--- config.mk ---
export PLATFORM = sky130hd
export DESIGN_NAME = rtc_wdt_prescale
export DESIGN_NICKNAME = d
export VERILOG_FILES = /design/src/rtl/rtc_wdt_prescale.sv
export SDC_FILE = /design/constraint.sdc
export NUM_CORES = 1
export LEC_CHECK = 0
export BUFFER_PORTS_ARGS = -buffer_cell sky130_fd_sc_hd__buf_2
export CORE_MARGIN = 2
export CORE_UTILIZATION = 45
export DETAILED_ROUTE_END_ITERATION = 7
export GPL_TIMING_DRIVEN = 0
export PLACE_DENSITY_LB_ADDON = 0.1
export SLEW_MARGIN = 20
export SYNTH_ARGS = -nofsm -noshare
export SYNTH_HDL_FRONTEND = slang
export SYNTH_SLANG_ARGS = --single-unit
--- constraint.sdc ---
create_clock -name clk -period 2.8 [get_ports clk]
set_input_delay 0.14 -clock clk [delete_from_list [all_inputs] [get_ports clk]]
set_output_delay 0.14 -clock clk [all_outputs]
set_load 0.01 [all_outputs]
--- src/rtl/rtc_wdt_prescale.sv ---
module rtc_wdt_prescale #(
  parameter int CNT_W = 8,
  parameter int WDT_W = 8
) (
  input  logic             clk,
  input  logic             rst_n,
  input  logic             cyc_en,
  input  logic             t_pin,
  input  logic             wdt_tick,
  input  logic             mode_we,
  input  logic [5:0]       mode_wdata,
  input  logic             cnt_we,
  input  logic [CNT_W-1:0] cnt_wdata,
  input  logic             clr_wdt,
  input  logic             sleep_req,
  output logic [CNT_W-1:0] cnt_q,
  output logic [5:0]       mode_q,
  output logic             tf,
  output logic             pf,
  output logic             wdt_rst,
  output logic             sleeping
);
  localparam int PSC_W = 8;
  localparam logic [5:0] MODE_RST = 6'h3F;

  logic [PSC_W-1:0] psc;
  logic [WDT_W-1:0] wdt_cnt;
  logic s1, s2, s3;

  always_ff @(posedge clk or negedge rst_n)
    if (!rst_n) {s1, s2, s3} <= 3'b000;
    else        {s1, s2, s3} <= {t_pin, s1, s2};

  wire       psa    = mode_q[3];
  wire [3:0] shift  = psa ? {1'b0, mode_q[2:0]} : {1'b0, mode_q[2:0]} + 4'd1;
  wire [PSC_W-1:0] pmask = PSC_W'((32'd1 << shift) - 32'd1);

  wire pin_evt = mode_q[4] ? (s3 & ~s2) : (s2 & ~s3);
  wire src_evt = ~sleeping & (mode_q[5] ? pin_evt : cyc_en);
  wire psc_in  = psa ? wdt_tick : src_evt;
  wire psc_hit = psc_in & ((psc & pmask) == pmask);
  wire cnt_inc = psa ? src_evt : psc_hit;
  wire wdt_inc = psa ? psc_hit : wdt_tick;
  wire wdt_to  = wdt_inc & (&wdt_cnt);
  wire wdt_clr = clr_wdt | sleep_req;

  always_ff @(posedge clk or negedge rst_n)
    if (!rst_n)       cnt_q <= '0;
    else if (cnt_we)  cnt_q <= cnt_wdata;
    else if (cnt_inc) cnt_q <= cnt_q + CNT_W'(1);

  always_ff @(posedge clk or negedge rst_n)
    if (!rst_n)                          psc <= '0;
    else if (wdt_to | wdt_clr | cnt_we)  psc <= '0;
    else if (psc_in)                     psc <= psc + PSC_W'(1);

  always_ff @(posedge clk or negedge rst_n)
    if (!rst_n)                wdt_cnt <= '0;
    else if (wdt_to | wdt_clr) wdt_cnt <= '0;
    else if (wdt_inc)          wdt_cnt <= wdt_cnt + WDT_W'(1);

  always_ff @(posedge clk or negedge rst_n)
    if (!rst_n)       mode_q <= MODE_RST;
    else if (wdt_to)  mode_q <= MODE_RST;
    else if (mode_we) mode_q <= mode_wdata;

  always_ff @(posedge clk or negedge rst_n)
    if (!rst_n) begin
      sleeping <= 1'b0;
      tf       <= 1'b1;
      pf       <= 1'b1;
      wdt_rst  <= 1'b0;
    end else begin
      wdt_rst <= wdt_to;
      if (wdt_to) begin
        sleeping <= 1'b0;
        tf       <= 1'b0;
        pf       <= ~sleeping;
      end else if (sleep_req) begin
        sleeping <= 1'b1;
      end
    end

  p_rst_pulse_r9: assert property (@(posedge clk) disable iff (!rst_n)
    wdt_rst |=> !wdt_rst);
  p_mode_restore_r9: assert property (@(posedge clk) disable iff (!rst_n)
    wdt_rst |-> (mode_q == MODE_RST && !tf));
  p_cnt_write_r6: assert property (@(posedge clk) disable iff (!rst_n)
    cnt_we |=> cnt_q == $past(cnt_wdata));
  p_wdt_clear_r8: assert property (@(posedge clk) disable iff (!rst_n)
    wdt_clr |=> (wdt_cnt == '0 && psc == '0));
  p_sleep_freeze_r10: assert property (@(posedge clk) disable iff (!rst_n)
    (sleeping && !cnt_we) |=> cnt_q == $past(cnt_q));
  p_wake_r10: assert property (@(posedge clk) disable iff (!rst_n)
    (wdt_rst && $past(sleeping)) |-> (!sleeping && !pf));
endmodule

After elaboration in Yosys (flattened, before gate mapping)
Index checks and enable logic that the tools add are counted.
- output and inout port bits: 18
- input bits: 23
- word-level logic and storage cells: 52
- register bits: 37
- add/sub/neg operators: 5
- equal/unequal tests: 1
- reductions and logical operators: 6
- muxes and demuxes: 16
- shift operators: 1
- bitwise gates (word level): 12
- operator list (kind ; count):
    $mux W8 ; 6
    $add A8 B1 Y8 const B ; 3
    $mux W6 ; 2
    $reduce_bool A2 Y1 ; 5
    $and A8 B8 Y8 ; 1
    $eq A8 B8 Y1 ; 1
    $reduce_and A8 Y1 ; 1
    $shl A1 B4 Y8 const A ; 1
    $sub A8 B1 Y8 const B ; 1
    $mux W1 ; 7
    $and A1 B1 Y1 ; 5
    $add A3 B1 Y4 const B ; 1
    $mux W4 ; 1
    $not A1 Y1 ; 3
    $or A1 B1 Y1 ; 3

Longest topological paths before layout
- depth after elaboration: 12
- mapped depth: 14
- depth with buffers taken out: 12

Least setup slack after synthesis
OpenSTA, ideal clock, no wires.
- path type: register -> register
- start point: reg mode_q[0]
- end point: reg wdt_cnt[5]
- data arrival time: 3.098 ns
- setup slack: -0.371 ns
- clock period less this slack: 3.171 ns
- buffers on the path: 1
- stages on the path, launching flop included: 14
- path through: dfstp_2 ha_1 or3_1 a21oi_1 a31oi_1 ha_1 o211a_1 a41oi_1 a311oi_1 a211oi_2 a21oi_1 buf_2 or4_4 a21oi_2
- word-level cells in the longest chain between the ends: 11
- elaborated cells between the ends (all ways): 12
- RTL lines (what ; line ; text):
    from (decl) ; 17 ; output logic [5:0] mode_q,
    from (signal assigned) ; 65 ; else if (mode_we) mode_q <= mode_wdata;
    $add A3 B1 Y4 ; 35 ; wire [3:0] shift = psa ? {1'b0, mode_q[2:0]} : {1'b0, mode_q[2:0]} + 4'd1;
    $mux W4 * ; 35 ;
    $shl A1 B4 Y8 * ; 36 ; wire [PSC_W-1:0] pmask = PSC_W'((32'd1 << shift) - 32'd1);
    $sub A8 B1 Y8 * ; 36 ;
    $and A8 B8 Y8 ; 41 ; wire psc_hit = psc_in & ((psc & pmask) == pmask);
    $eq A8 B8 Y1 * ; 41 ;
    $and A1 B1 Y1 * ; 41 ;
    $mux W1 * ; 43 ; wire wdt_inc = psa ? psc_hit : wdt_tick;
    $and A1 B1 Y1 ; 44 ; wire wdt_to = wdt_inc & (&wdt_cnt);
    $or A1 B1 Y1 ; 59 ; else if (wdt_to | wdt_clr) wdt_cnt <= '0;
    $mux W8 / $reduce_bool A2 Y1 (equally long branches) ; n/a ;
    to (signal assigned) ; 60 ; else if (wdt_inc) wdt_cnt <= wdt_cnt + WDT_W'(1);
    to (decl) ; 27 ; logic [WDT_W-1:0] wdt_cnt;
Every way passes the cells marked *; elsewhere a longest branch is shown, timed or not.
A chain may end at the register's enable or synchronous reset.

Worst setup path after layout
- start point: reg mode_q[1]
- end point: reg psc[1]
- word-level cells in the longest chain between the ends: 12
- elaborated cells between the ends (all ways): 13
- RTL lines (what ; line ; text):
    $add A3 B1 Y4 ; 35 ;
    $mux W4 * ; 35 ;
    $shl A1 B4 Y8 * ; 36 ;
    $sub A8 B1 Y8 * ; 36 ;
    $and A8 B8 Y8 ; 41 ;
    $eq A8 B8 Y1 * ; 41 ;
    $and A1 B1 Y1 * ; 41 ;
    $mux W1 * ; 43 ;
    $and A1 B1 Y1 * ; 44 ;
    $or A1 B1 Y1 * (2 in series) ; 54 ; else if (wdt_to | wdt_clr | cnt_we) psc <= '0;
    $mux W8 / $reduce_bool A2 Y1 (equally long branches) ; n/a ;
    to (signal assigned) ; 55 ; else if (psc_in) psc <= psc + PSC_W'(1);
    to (decl) ; 26 ; logic [PSC_W-1:0] psc;
Marked as above.

==> results.json <==
{
  "dpl_worst_slack_ns": -0.550,
  "end_kind": "flip-flop",
  "die_y_um": 74.0,
  "ys_dominant_reg_cell": "dfrtp_1",
  "drcViolationCount": 0,
  "critPathKind": "reg2reg",
  "hold_viol_final": 0,
  "crit_path_max_fanout": 6,
  "timing.hold.ws_ns": 0.0663,
  "drive_above_1_share_pct": 36.5,
  "layout_setup_ws_ns": -0.350,
  "p_leak_nw": 1.21,
  "worst_pin_slew_ns": 0.858,
  "port_buffers": 38,
  "fin_tns_setup_ns": -9.20,
  "vias": 2031,
  "fmax_mhz": 318,
  "ys_types": 55,
  "synth_edf_count": 0,
  "die_w_um": 74.0,
  "clk_pin_slew_ns": 0.07,
  "whs_path_depth": 3,
  "synth_top_cell_by_area": "dfrtp_1",
  "cts_tree": "built",
  "syn_avg_cell_area_um2": 9.29,
  "core-area_um2": 4720,
  "clock-sinks": 37,
  "maxCapViolations": 0,
  "dp_hpwl_um": 3680,
  "hold_start": "cnt_wdata[3]",
  "h-tree-depth": 2,
  "async_flop_share_pct": 100,
  "grt_use_total_pct": 22.0,
  "synth_cells": 237,
  "drt-total-wl_um": 5420,
  "cts_buffers": 5,
  "synth_area_um2": 2200,
  "grt_first_pass_wirelength_um": 9280,
  "nets": 320,
  "r2r_cells": 15,
  "vias_per_cell": 5.64,
  "worstPathRequired_ns": 2.95,
  "syn2layout_area_growth_pct": 29.6,
  "grt_max_degree": 38,
  "drt_iter0_drc": 74,
  "ys_ff_latch": 37,
  "finClkSkew_ns": 0.00342,
  "min_to": "cnt_q[3]$_DFFE_PN0P_",
  "cts_max_path_buffers": 2,
  "yosysSeqAreaShare_pct": 42.5,
  "slew_violations": 0,
  "setup_violations": 34,
  "antenna_found_initial": 0,
  "dr.pass1.iters": 4,
  "period_minus_slack_ns": 3.15,
  "ios": 41,
  "synth_top_area_share_pct": 33.0,
  "die-area_um2": 5470,
  "rrSetupSlack_ns": -0.35,
  "yosys_warnings": 0,
  "diodes": 0,
  "min_path_type": "in2reg",
  "fin_crit_sh_pct": 112,
  "grt_pass1_vias": 1983,
  "cts_root_buf": "clkbuf_8",
  "num_rows": 25,
  "antenna_left": 0,
  "violations": "setup timing",
  "wl_per_cell_um": 15.1,
  "arrival_ns": 3.30,
  "outcome": "finished, violations left",
  "start_util_pct": 46.6,
  "clk_latency_ns": 0.29,
  "ir_drop_mv": 0.291,
  "timing.rr.start": "mode_q[1]$_DFFE_PN1P_",
  "rsz0062_at_grt": "yes",
  "reg2reg_to": "psc[1]$_DFFE_PN0P_",
  "relSlewSlack_pct": 42.8,
  "cp-start-kind": "flip-flop",
  "syn-num-nets": 265,
  "power_density_nw_per_um2": 443,
  "grt-ovfl-total": 0,
  "place_congestion": 0.794,
  "synthTopCellsByArea": "dfrtp_1 (33%), dfstp_2 (9.5%), nand2_1 (3.9%)"
}
[stage by stage]
step / power [mW] / utilization, % / instances / cell area [um^2]
6_report: 1.26 / 60.4 / 360 / 2850
4_1_cts: 1.27 / 59.9 / 360 / 2830
3_5_place_dp: 0.871 / 54.7 / 342 / 2580
3_3_place_gp: 0.871 / 54.7 / 342 / 2580
2_1_floorplan: 0.784 / - / 237 / 2310
5_1_grt: 1.33 / 60.4 / 360 / 2850
[repair_timing]
action	in CTS	in global routing
gates cloned	3	0
pin swaps	15	1
hold buffers	2	0
gates resized for setup	19	10
setup endpoints to repair	34	34
hold endpoints to repair	30	0
buffers inserted	5	0
[cells in the final DEF, fill, tap and decap left out, drive strengths merged, types with 3 or more instances in the layout]
master / instances
nor3: 12
o31ai: 3
ha: 5
dfrtp: 29
inv: 4
xnor2: 3
nor2b: 6
nor2: 11
xor2: 5
or3: 7
nand4: 5
nand2: 23
mux2i: 7
a21oi: 9
or4: 4
clkbuf: 9
nand3: 16
o21ai: 9
a31o: 3
buf: 55
and3: 8
o211ai: 8
dfstp: 8
a31oi: 8
nand2b: 3
nand3b: 4
clkinv: 3
[critical path, stage by stage, from the launching register on]
cell and delay (ns):
dfstp_2 0.57, ha_4 0.21, or3_1 0.31, a21oi_1 0.13
a31oi_1 0.06, ha_2 0.22, o211a_1 0.13, a41oi_2 0.21
a311oi_2 0.14, a211oi_2 0.15, buf_4 0.18, a21oi_4 0.07
buf_6 0.15, o31ai_4 0.27, buf_6 0.18, nor3_2 0.04
[final cells by class]
class,count,area [um^2]
Buffer,12,93.8
Inverter,5,21.3
Tap cell,67,83.8
Clock inverter,2,10.0
Sequential cell,37,936
Fill cell,433,1870
Timing Repair Buffer,48,275
Multi-Input combinational cell,183,1360
Clock buffer,6,72.6
[worst max path at each step]
stage | slack (ns) | to | startpoint
2_1_floorplan | -0.26 | cnt_q[5]$_DFFE_PN0P_ | mode_q[0]$_DFFE_PN1P_
3_3_place_gp | -0.53 | cnt_q[0]$_DFFE_PN0P_ | mode_q[0]$_DFFE_PN1P_
3_5_place_dp | -0.55 | cnt_q[7]$_DFFE_PN0P_ | mode_q[0]$_DFFE_PN1P_
4_1_cts | -0.32 | psc[0]$_DFFE_PN0P_ | mode_q[1]$_DFFE_PN1P_
5_1_grt | -0.47 | psc[3]$_DFFE_PN0P_ | mode_q[1]$_DFFE_PN1P_
6_report | -0.35 | psc[1]$_DFFE_PN0P_ | mode_q[1]$_DFFE_PN1P_
[state kept, by name (all words and copies together), names as in the netlist]
name,flops
cnt_q,8
psc,8
wdt_cnt,8
mode_q,6
pf,1
s1,1
s2,1
s3,1
sleeping,1
tf,1
wdt_rst,1
[kinds of logic (layout without fill, tap and decap cells)]
logic type	after synthesis	count (layout)	share of synthesized area (%)
simple gates	108	108	26.6
compound gates	54	54	17.9
flops	37	37	42.5
buf+inv	17	73	3.30
xor+xnor	8	8	3.18
mux	8	8	3.69
fa+ha+maj	5	5	2.84
[power by group]
part	total [mW]	switching (mW)	leakage (nW)	internal, mW
logic	0.314	0.176	0.703	0.139
registers	0.592	0.0266	0.459	0.565
clock network	0.359	0.186	0.0450	0.172
[cells in the mapped netlist, drive strengths merged (2+ instances only)]
library cell   n
a31o           3
nand2b         3
clkbuf         5
a211oi         2
nand4          5
or4            4
a31oi          8
nor3b          2
xnor2          3
xor2           5
ha             5
nand3b         4
nand3         16
inv            4
a21oi          9
buf            7
mux2i          7
nor2b          6
a311oi         2
nor3          12
and3           8
a221o          2
nor2          11
dfrtp         29
o31ai          3
o211ai         8
o21ai          9
nand2         23
or3            7
dfstp          8
[routing by layer]
metal / share of wire, % / track usage (%)
met1: 47 / 29.9
met2: 50 / 36.1
met4: 1.1 / 6.67
met5: 0 / 0
met3: 2.6 / 3.79
(Power assumes the default switching activity.)
